[config.mk]
export PLATFORM = sky130hd
export DESIGN_NAME = dsq_pipe
export DESIGN_NICKNAME = d
export VERILOG_FILES = /design/src/rtl/dsq_pkg.sv /design/src/rtl/dsq_setup.sv /design/src/rtl/dsq_calc.sv /design/src/rtl/dsq_final.sv /design/src/rtl/dsq_pipe.sv
export SDC_FILE = /design/constraint.sdc
export NUM_CORES = 2
export LEC_CHECK = 0
export ABC_AREA = 0
export BUFFER_PORTS_ARGS = -buffer_cell sky130_fd_sc_hd__buf_2
export CAP_MARGIN = 20
export CORE_AREA = 3 3 306 308
export DETAILED_ROUTE_END_ITERATION = 8
export DIE_AREA = 0 0 309 311
export GPL_TIMING_DRIVEN = 0
export HOLD_SLACK_MARGIN = 0.12
export PLACE_DENSITY = 0.78
export SKIP_LAST_GASP = 1
export SLEW_MARGIN = 20
export SYNTH_ARGS = -nofsm -noshare
export SYNTH_HDL_FRONTEND = slang
export SYNTH_SLANG_ARGS = --single-unit
export TNS_END_PERCENT = 5
[constraint.sdc]
create_clock -name clk -period 6.45 [get_ports clk]
set_input_delay 0.9675 -clock clk [delete_from_list [all_inputs] [get_ports clk]]
set_output_delay 0.9675 -clock clk [all_outputs]
set_load 0.005 [all_outputs]
[src/rtl/dsq_pkg.sv]
`timescale 1ns/1ps
package dsq_pkg;
    typedef enum logic [1:0] {
        OP_DIV   = 2'd0,
        OP_SQRT  = 2'd1,
        OP_RSQRT = 2'd2
    } dsq_op_e;
endpackage

[src/rtl/dsq_setup.sv]
`timescale 1ns/1ps
module dsq_setup
    import dsq_pkg::*;
#(
    parameter int DATA_W     = 8,
    parameter int FRAC_W     = 4,
    parameter int RADIX_LOG2 = 1,
    localparam int STAGES    = (DATA_W + FRAC_W + RADIX_LOG2 - 1) / RADIX_LOG2,
    localparam int QW        = STAGES * RADIX_LOG2,
    localparam int IW        = 2 * QW + DATA_W + 2,
    localparam int PW        = 2 + QW + IW + DATA_W
) (
    input  logic                     clk,
    input  logic                     rst_n,
    input  logic [1:0]               op_i,
    input  logic [DATA_W+FRAC_W-1:0] dividend_i,
    input  logic [DATA_W-1:0]        operand_i,
    output logic [PW-1:0]            stg_o
);
    typedef struct packed {
        dsq_op_e           op;
        logic [QW-1:0]     quo;
        logic [IW-1:0]     rem;
        logic [DATA_W-1:0] opd;
    } stage_t;

    stage_t  stg_d, stg_q;
    dsq_op_e op_e;

    assign op_e = dsq_op_e'(op_i);

    // Load the target that each recurrence subtracts its growth from.
    always_comb begin
        stg_d     = '0;
        stg_d.op  = op_e;
        stg_d.opd = operand_i;
        case (op_e)
            OP_SQRT:  stg_d.rem = IW'(operand_i) << FRAC_W;
            OP_RSQRT: stg_d.rem = IW'(1) << (3 * FRAC_W);
            default:  stg_d.rem = IW'(dividend_i);
        endcase
    end

    always_ff @(posedge clk or negedge rst_n) begin
        if (!rst_n) stg_q <= '0;
        else        stg_q <= stg_d;
    end

    assign stg_o = stg_q;
endmodule

[src/rtl/dsq_calc.sv]
`timescale 1ns/1ps
module dsq_calc
    import dsq_pkg::*;
#(
    parameter int DATA_W     = 8,
    parameter int FRAC_W     = 4,
    parameter int RADIX_LOG2 = 1,
    parameter int STAGE      = 0,
    localparam int STAGES    = (DATA_W + FRAC_W + RADIX_LOG2 - 1) / RADIX_LOG2,
    localparam int QW        = STAGES * RADIX_LOG2,
    localparam int IW        = 2 * QW + DATA_W + 2,
    localparam int PW        = 2 + QW + IW + DATA_W
) (
    input  logic          clk,
    input  logic          rst_n,
    input  logic [PW-1:0] stg_i,
    output logic [PW-1:0] stg_o
);
    typedef struct packed {
        dsq_op_e           op;
        logic [QW-1:0]     quo;
        logic [IW-1:0]     rem;
        logic [DATA_W-1:0] opd;
    } stage_t;

    stage_t         in_s, stg_d, stg_q;
    int             k;
    logic [IW-1:0]  step;
    logic [IW-1:0]  delta;

    assign in_s = stg_i;

    // Retire RADIX_LOG2 bits, most significant first, by restoring trial subtraction.
    always_comb begin
        stg_d = in_s;
        k     = 0;
        step  = '0;
        delta = '0;
        for (int j = 0; j < RADIX_LOG2; j++) begin
            k    = QW - 1 - STAGE * RADIX_LOG2 - j;
            step = (IW'(stg_d.quo) << (k + 1)) + (IW'(1) << (2 * k));
            case (stg_d.op)
                OP_SQRT:  delta = step;
                OP_RSQRT: delta = step * IW'(stg_d.opd);
                default:  delta = IW'(stg_d.opd) << k;
            endcase
            if (delta <= stg_d.rem) begin
                stg_d.rem    = stg_d.rem - delta;
                stg_d.quo[k] = 1'b1;
            end
        end
    end

    always_ff @(posedge clk or negedge rst_n) begin
        if (!rst_n) stg_q <= '0;
        else        stg_q <= stg_d;
    end

    assign stg_o = stg_q;

    // The running remainder can only shrink as result bits are fixed.
    p_rem_nonincreasing_r1: assert property (@(posedge clk) disable iff (!rst_n)
        1'b1 |=> (stg_q.rem <= $past(in_s.rem)));

    // The operation code passes through the stage unchanged.
    p_op_carried_r5: assert property (@(posedge clk) disable iff (!rst_n)
        1'b1 |=> (stg_q.op == $past(in_s.op)));

    generate
        if (STAGE > 0) begin : g_prefix
            localparam logic [QW:0] HI_ONE = (QW + 1)'(1) << (QW - STAGE * RADIX_LOG2);
            localparam logic [QW-1:0] KEEP = ~QW'(HI_ONE - 1'b1);
            // Bits fixed by earlier stages are never changed here.
            p_prefix_kept_r4: assert property (@(posedge clk) disable iff (!rst_n)
                1'b1 |=> ((stg_q.quo & KEEP) == ($past(in_s.quo) & KEEP)));
        end
    endgenerate
endmodule

[src/rtl/dsq_final.sv]
`timescale 1ns/1ps
module dsq_final
    import dsq_pkg::*;
#(
    parameter int DATA_W     = 8,
    parameter int FRAC_W     = 4,
    parameter int RADIX_LOG2 = 1,
    localparam int STAGES    = (DATA_W + FRAC_W + RADIX_LOG2 - 1) / RADIX_LOG2,
    localparam int QW        = STAGES * RADIX_LOG2,
    localparam int IW        = 2 * QW + DATA_W + 2,
    localparam int PW        = 2 + QW + IW + DATA_W,
    localparam int RW        = 2 * DATA_W + 2 * FRAC_W
) (
    input  logic              clk,
    input  logic              rst_n,
    input  logic [PW-1:0]     stg_i,
    output logic [DATA_W-1:0] quotient_o,
    output logic [RW-1:0]     remainder_o
);
    typedef struct packed {
        dsq_op_e           op;
        logic [QW-1:0]     quo;
        logic [IW-1:0]     rem;
        logic [DATA_W-1:0] opd;
    } stage_t;

    typedef struct packed {
        logic [DATA_W-1:0] quo;
        logic [RW-1:0]     rem;
    } result_t;

    stage_t  in_s;
    result_t res_d, res_q;
    logic    unused_bits;

    assign in_s        = stg_i;
    assign unused_bits = ^{in_s.opd, in_s.quo[QW-1:DATA_W]};

    always_comb begin
        res_d.quo = in_s.quo[DATA_W-1:0];
        if (in_s.op == OP_RSQRT) res_d.rem = RW'(in_s.rem);
        else                     res_d.rem = RW'(in_s.rem << FRAC_W);
    end

    always_ff @(posedge clk or negedge rst_n) begin
        if (!rst_n) res_q <= '0;
        else        res_q <= res_d;
    end

    assign quotient_o  = res_q.quo;
    assign remainder_o = res_q.rem;

    generate
        if (FRAC_W > 0) begin : g_scale_chk
            // Divide and square-root remainders leave the fraction field clear.
            p_scaled_rem_r1: assert property (@(posedge clk) disable iff (!rst_n)
                1'b1 |=> (($past(in_s.op) != OP_RSQRT) -> (remainder_o[FRAC_W-1:0] == '0)));
        end
    endgenerate
endmodule

[src/rtl/dsq_pipe.sv]
`timescale 1ns/1ps
module dsq_pipe
    import dsq_pkg::*;
#(
    parameter int DATA_W     = 8,
    parameter int FRAC_W     = 4,
    parameter int RADIX_LOG2 = 1,
    localparam int STAGES    = (DATA_W + FRAC_W + RADIX_LOG2 - 1) / RADIX_LOG2,
    localparam int QW        = STAGES * RADIX_LOG2,
    localparam int IW        = 2 * QW + DATA_W + 2,
    localparam int PW        = 2 + QW + IW + DATA_W,
    localparam int RW        = 2 * DATA_W + 2 * FRAC_W
) (
    input  logic                     clk,
    input  logic                     rst_n,
    input  logic [1:0]               op_i,
    input  logic [DATA_W+FRAC_W-1:0] dividend_i,
    input  logic [DATA_W-1:0]        operand_i,
    output logic [DATA_W-1:0]        quotient_o,
    output logic [RW-1:0]            remainder_o
);
    logic [PW-1:0] stg [STAGES+1];

    dsq_setup #(.DATA_W(DATA_W), .FRAC_W(FRAC_W), .RADIX_LOG2(RADIX_LOG2)) u_setup (
        .clk        (clk),
        .rst_n      (rst_n),
        .op_i       (op_i),
        .dividend_i (dividend_i),
        .operand_i  (operand_i),
        .stg_o      (stg[0])
    );

    generate
        for (genvar s = 0; s < STAGES; s++) begin : g_calc
            dsq_calc #(
                .DATA_W(DATA_W), .FRAC_W(FRAC_W), .RADIX_LOG2(RADIX_LOG2), .STAGE(s)
            ) u_calc (
                .clk   (clk),
                .rst_n (rst_n),
                .stg_i (stg[s]),
                .stg_o (stg[s+1])
            );
        end
    endgenerate

    dsq_final #(.DATA_W(DATA_W), .FRAC_W(FRAC_W), .RADIX_LOG2(RADIX_LOG2)) u_final (
        .clk         (clk),
        .rst_n       (rst_n),
        .stg_i       (stg[STAGES]),
        .quotient_o  (quotient_o),
        .remainder_o (remainder_o)
    );
endmodule

==> results.md <==
* Hold buffer count at CTS at 0
* Tmin final at 7.09 ns
* Gr ovfl total at 0
* Yosys top cell area share at 29.9%
* Worst setup slack after layout at -0.641 ns
* Main flop type after synthesis: dfrtp_1
* Fmax at 0.141 GHz
* Layout Nets at 7,051
* Layout cells sized above 1 at 12.4%
* CP Launch Type: flop
* Reg area at 16,000 um^2
* GRT Total Usage at 28.5%
* #FFs+latches synth at 639
* First-pass GRT wire length at around 220 mm
* Final slew viol count at 0
* Critical Path Slowest Stage Cell: or4_4
* Status: finished, violations left
* Synth unique cells at 96
* Ys Warns at 0
* Pre-CTS worst setup slack at -1.42 ns
* Final setup fails at about 230
* Largest family of logic cells by synthesized area: adder cells
* Area after DPL at 55,600 um^2
* Clock Skew at approximately 0.024 ns
* MaxCap Viol Count at 0
* Area Overhead vs Synth at 13.7%
* Placed Cells at 6,976
* Asr flop ratio synth at 100%
* Crit-path max FO at 10
* Worst-skew pair later-pin latency at about 0.63 ns
* R2R setup slack at -0.64 ns
* Post-synthesis mux area share at 1.04%
* Final Non-Filler Cells at 7,232
* Starting Density at 58.6%
* Detail Placement HPWL at 104 mm
* Hold Path Class: input port to async pin
* Area contributors post-synth: dfrtp_1 (30%), ha_1 (17%), fa_1 (12%)
* Cell taking the most area after synthesis: dfrtp_1
* DR iter-0 viols at 3,214
* Syn Inst Count at around 5,700
* ANT cells at 0
* CTS Buffer Depth at 3
* Clock transition at path regs at 0.07 ns
* Worst EP arrival at 7.64 ns
* Die width at between 300 and 400 um
* WL/cell at about 19 um
* Final instance area at 60,800 um^2
* CTS Buf Count at 71
* Setup crit end kind: flop
* Core area at 91,400 um^2
* Reg2reg start: g_calc[9].u_calc.stg_o[2]
* Number of cells on the worst reg-to-reg path at 31
* Xor and xnor fraction of the mapped netlist area at roughly 5.3%
* CP Data Required Time at 7.00 ns
* Mapped Area at ~54,000 um^2
* Reg-to-reg endpoint: g_calc[10].u_calc.stg_o[40]
* Die footprint at roughly 96,000 um^2
* FILL cells at around 7,000
* CTS tree: built
* Mean Syn Cell Area at 9.35 um^2
* # rows at 111
* Area occupied by multi-input gates at roughly 36,000 um^2
* RD Place Congestion at 0.952
* Vias in the first global route at roughly 42,000
* CTS Root Cell: clkbuf_16
* Seq/Total Area, Yosys at 29.9%
* Post-synthesis simple-gate area fraction at 16.0%
* CTS Sinks at 639
* Port bufs at 55
* Vias at around 43,000
* Post-synth EDFFs at 0
* CTS HTree Levels at 3
* Via/cell ratio at 5.88
* Pin count of the biggest net entering global routing at 106
* Final ANT Viol Nets at 0
* Worst path max stage delay at 0.54 ns
* Die height at 311 um
* Adder-Cell Fraction of Synth Area at 28.7%
* RSZ-0062 raised after global routing: yes
* Slew HR at 45.7%
* Synth Area in Compound Gates at 13.3%
* Final Hold Viols at 0
* Failing checks: negative setup slack
* Period utilisation layout at 110%
* Detailed-route DRC error count at 0
* CP Class: flop to flop
* WL final at 139 mm
* CP most frequent cell: inv_1
* Least-Margin Pin Slew at 0.807 ns
* Syn_nets at slightly below 7,000
* Drt pass-1 iters at 5
* # IOs at 56
* Initial antenna violation count at 0
per-layer routing:
layer	part of all wire (%)	track usage, %	vias up
met5	0	0	-
met4	3.9	9.60	0
met3	5.8	4.17	351
met2	48	47.1	1302
met1	42	38.4	21122
li1	-	-	19770
worst max-delay path by stage:
stage / startpoint / to / slack [ns] / depth (start not counted)
after floorplan: g_calc[9].u_calc.stg_o[4] / g_calc[10].u_calc.stg_o[38] / -0.08 / 29
after global placement: rst_n / g_calc[4].u_calc.stg_o[52] / -8.19 / 1
after detailed placement: g_calc[6].u_calc.stg_o[50] / g_calc[7].u_calc.stg_o[19] / -1.42 / 27
after CTS: g_calc[9].u_calc.stg_o[3] / g_calc[10].u_calc.stg_o[40] / -0.63 / 29
after global routing: g_calc[9].u_calc.stg_o[2] / g_calc[10].u_calc.stg_o[39] / -0.90 / 31
final: g_calc[9].u_calc.stg_o[2] / g_calc[10].u_calc.stg_o[40] / -0.64 / 31
critical path, delay by kind of cell, from the launching register on:
family | cells | cell delay, ns
AOI/OAI and AO/OA | 10 | 2.30
adders and majority gates | 6 | 2.12
and+or+nand+nor | 7 | 1.31
buffers and inverters | 7 | 0.69
DFF | 1 | 0.40
xor gates and xnor gates | 1 | 0.18
final cells by class:
type / count / area share (%)
flip-flops and latches: 639 / 26.3
repair buffers: 189 / 2.46
inverters: 621 / 3.83
plain buffers: 188 / 1.89
clock buffers: 90 / 3.27
clock inverters: 38 / 0.804
multi-input cells: 4281 / 59.0
well taps: 1186 / 2.44
state kept, by name, summed over array words and instances (netlist names):
name,count
u_setup.stg_o,23
g_calc.u_calc.stg_o,584
u_final.quotient_o,8
u_final.remainder_o,24
synthesized netlist by cell type, types with 47 or more instances:
cell / n
a21o_1: 122
o21ai_0: 256
or2_2: 47
o21bai_1: 51
nand2_1: 759
nor3_1: 82
nor2b_1: 47
xor2_1: 149
a21oi_1: 307
a22oi_1: 53
o31ai_1: 50
fa_1: 323
inv_1: 619
clkbuf_1: 168
dfrtp_1: 639
o21a_1: 58
nor2_1: 240
ha_1: 713
xnor2_1: 174
and2_1: 317
nand3_1: 64
kinds of logic (layout without fill, tap and decap cells):
kind of cell,count (synthesis),in the layout
compound gates,1100,1103
xor+xnor,323,323
flops,639,639
fa+ha+maj,1036,1036
simple gates,1769,1769
buf+inv,811,1126
mux,50,50
through the flow:
stage / util [%] / TNS [ns] / hold WS, ns
2_1_floorplan: - / -0.244 / 0.331
3_3_place_gp: 60.6 / -5337.20 / 0.335
3_5_place_dp: 60.9 / -222.53 / 0.337
4_1_cts: 65.0 / -86.56 / 0.218
5_1_grt: 66.6 / -145.49 / 0.232
6_report: 66.6 / -60.37 / 0.225
cells in the final DEF (no fill, tap or decap), types with 75 or more instances in the layout:
master and instances:
buf_4 120, a21o_1 122, and2_1 310, nor3_1 75, nand2_1 745, nor2_1 232, o21ai_0 236, dfrtp_1 613
clkbuf_1 105, xor2_1 148, inv_1 608, fa_1 318, a21oi_1 285, xnor2_1 172, ha_1 669
what timing repair did:
item,in CTS,in global routing
setup endpoints to repair,257,286
pin swaps,46,91
cloned,5,6
buffers inserted,59,60
gates resized for setup,205,281
Power is left out: the tool's default activity adds up to more than one toggle a clock period on the data nets, which glitch-free logic cannot reach.
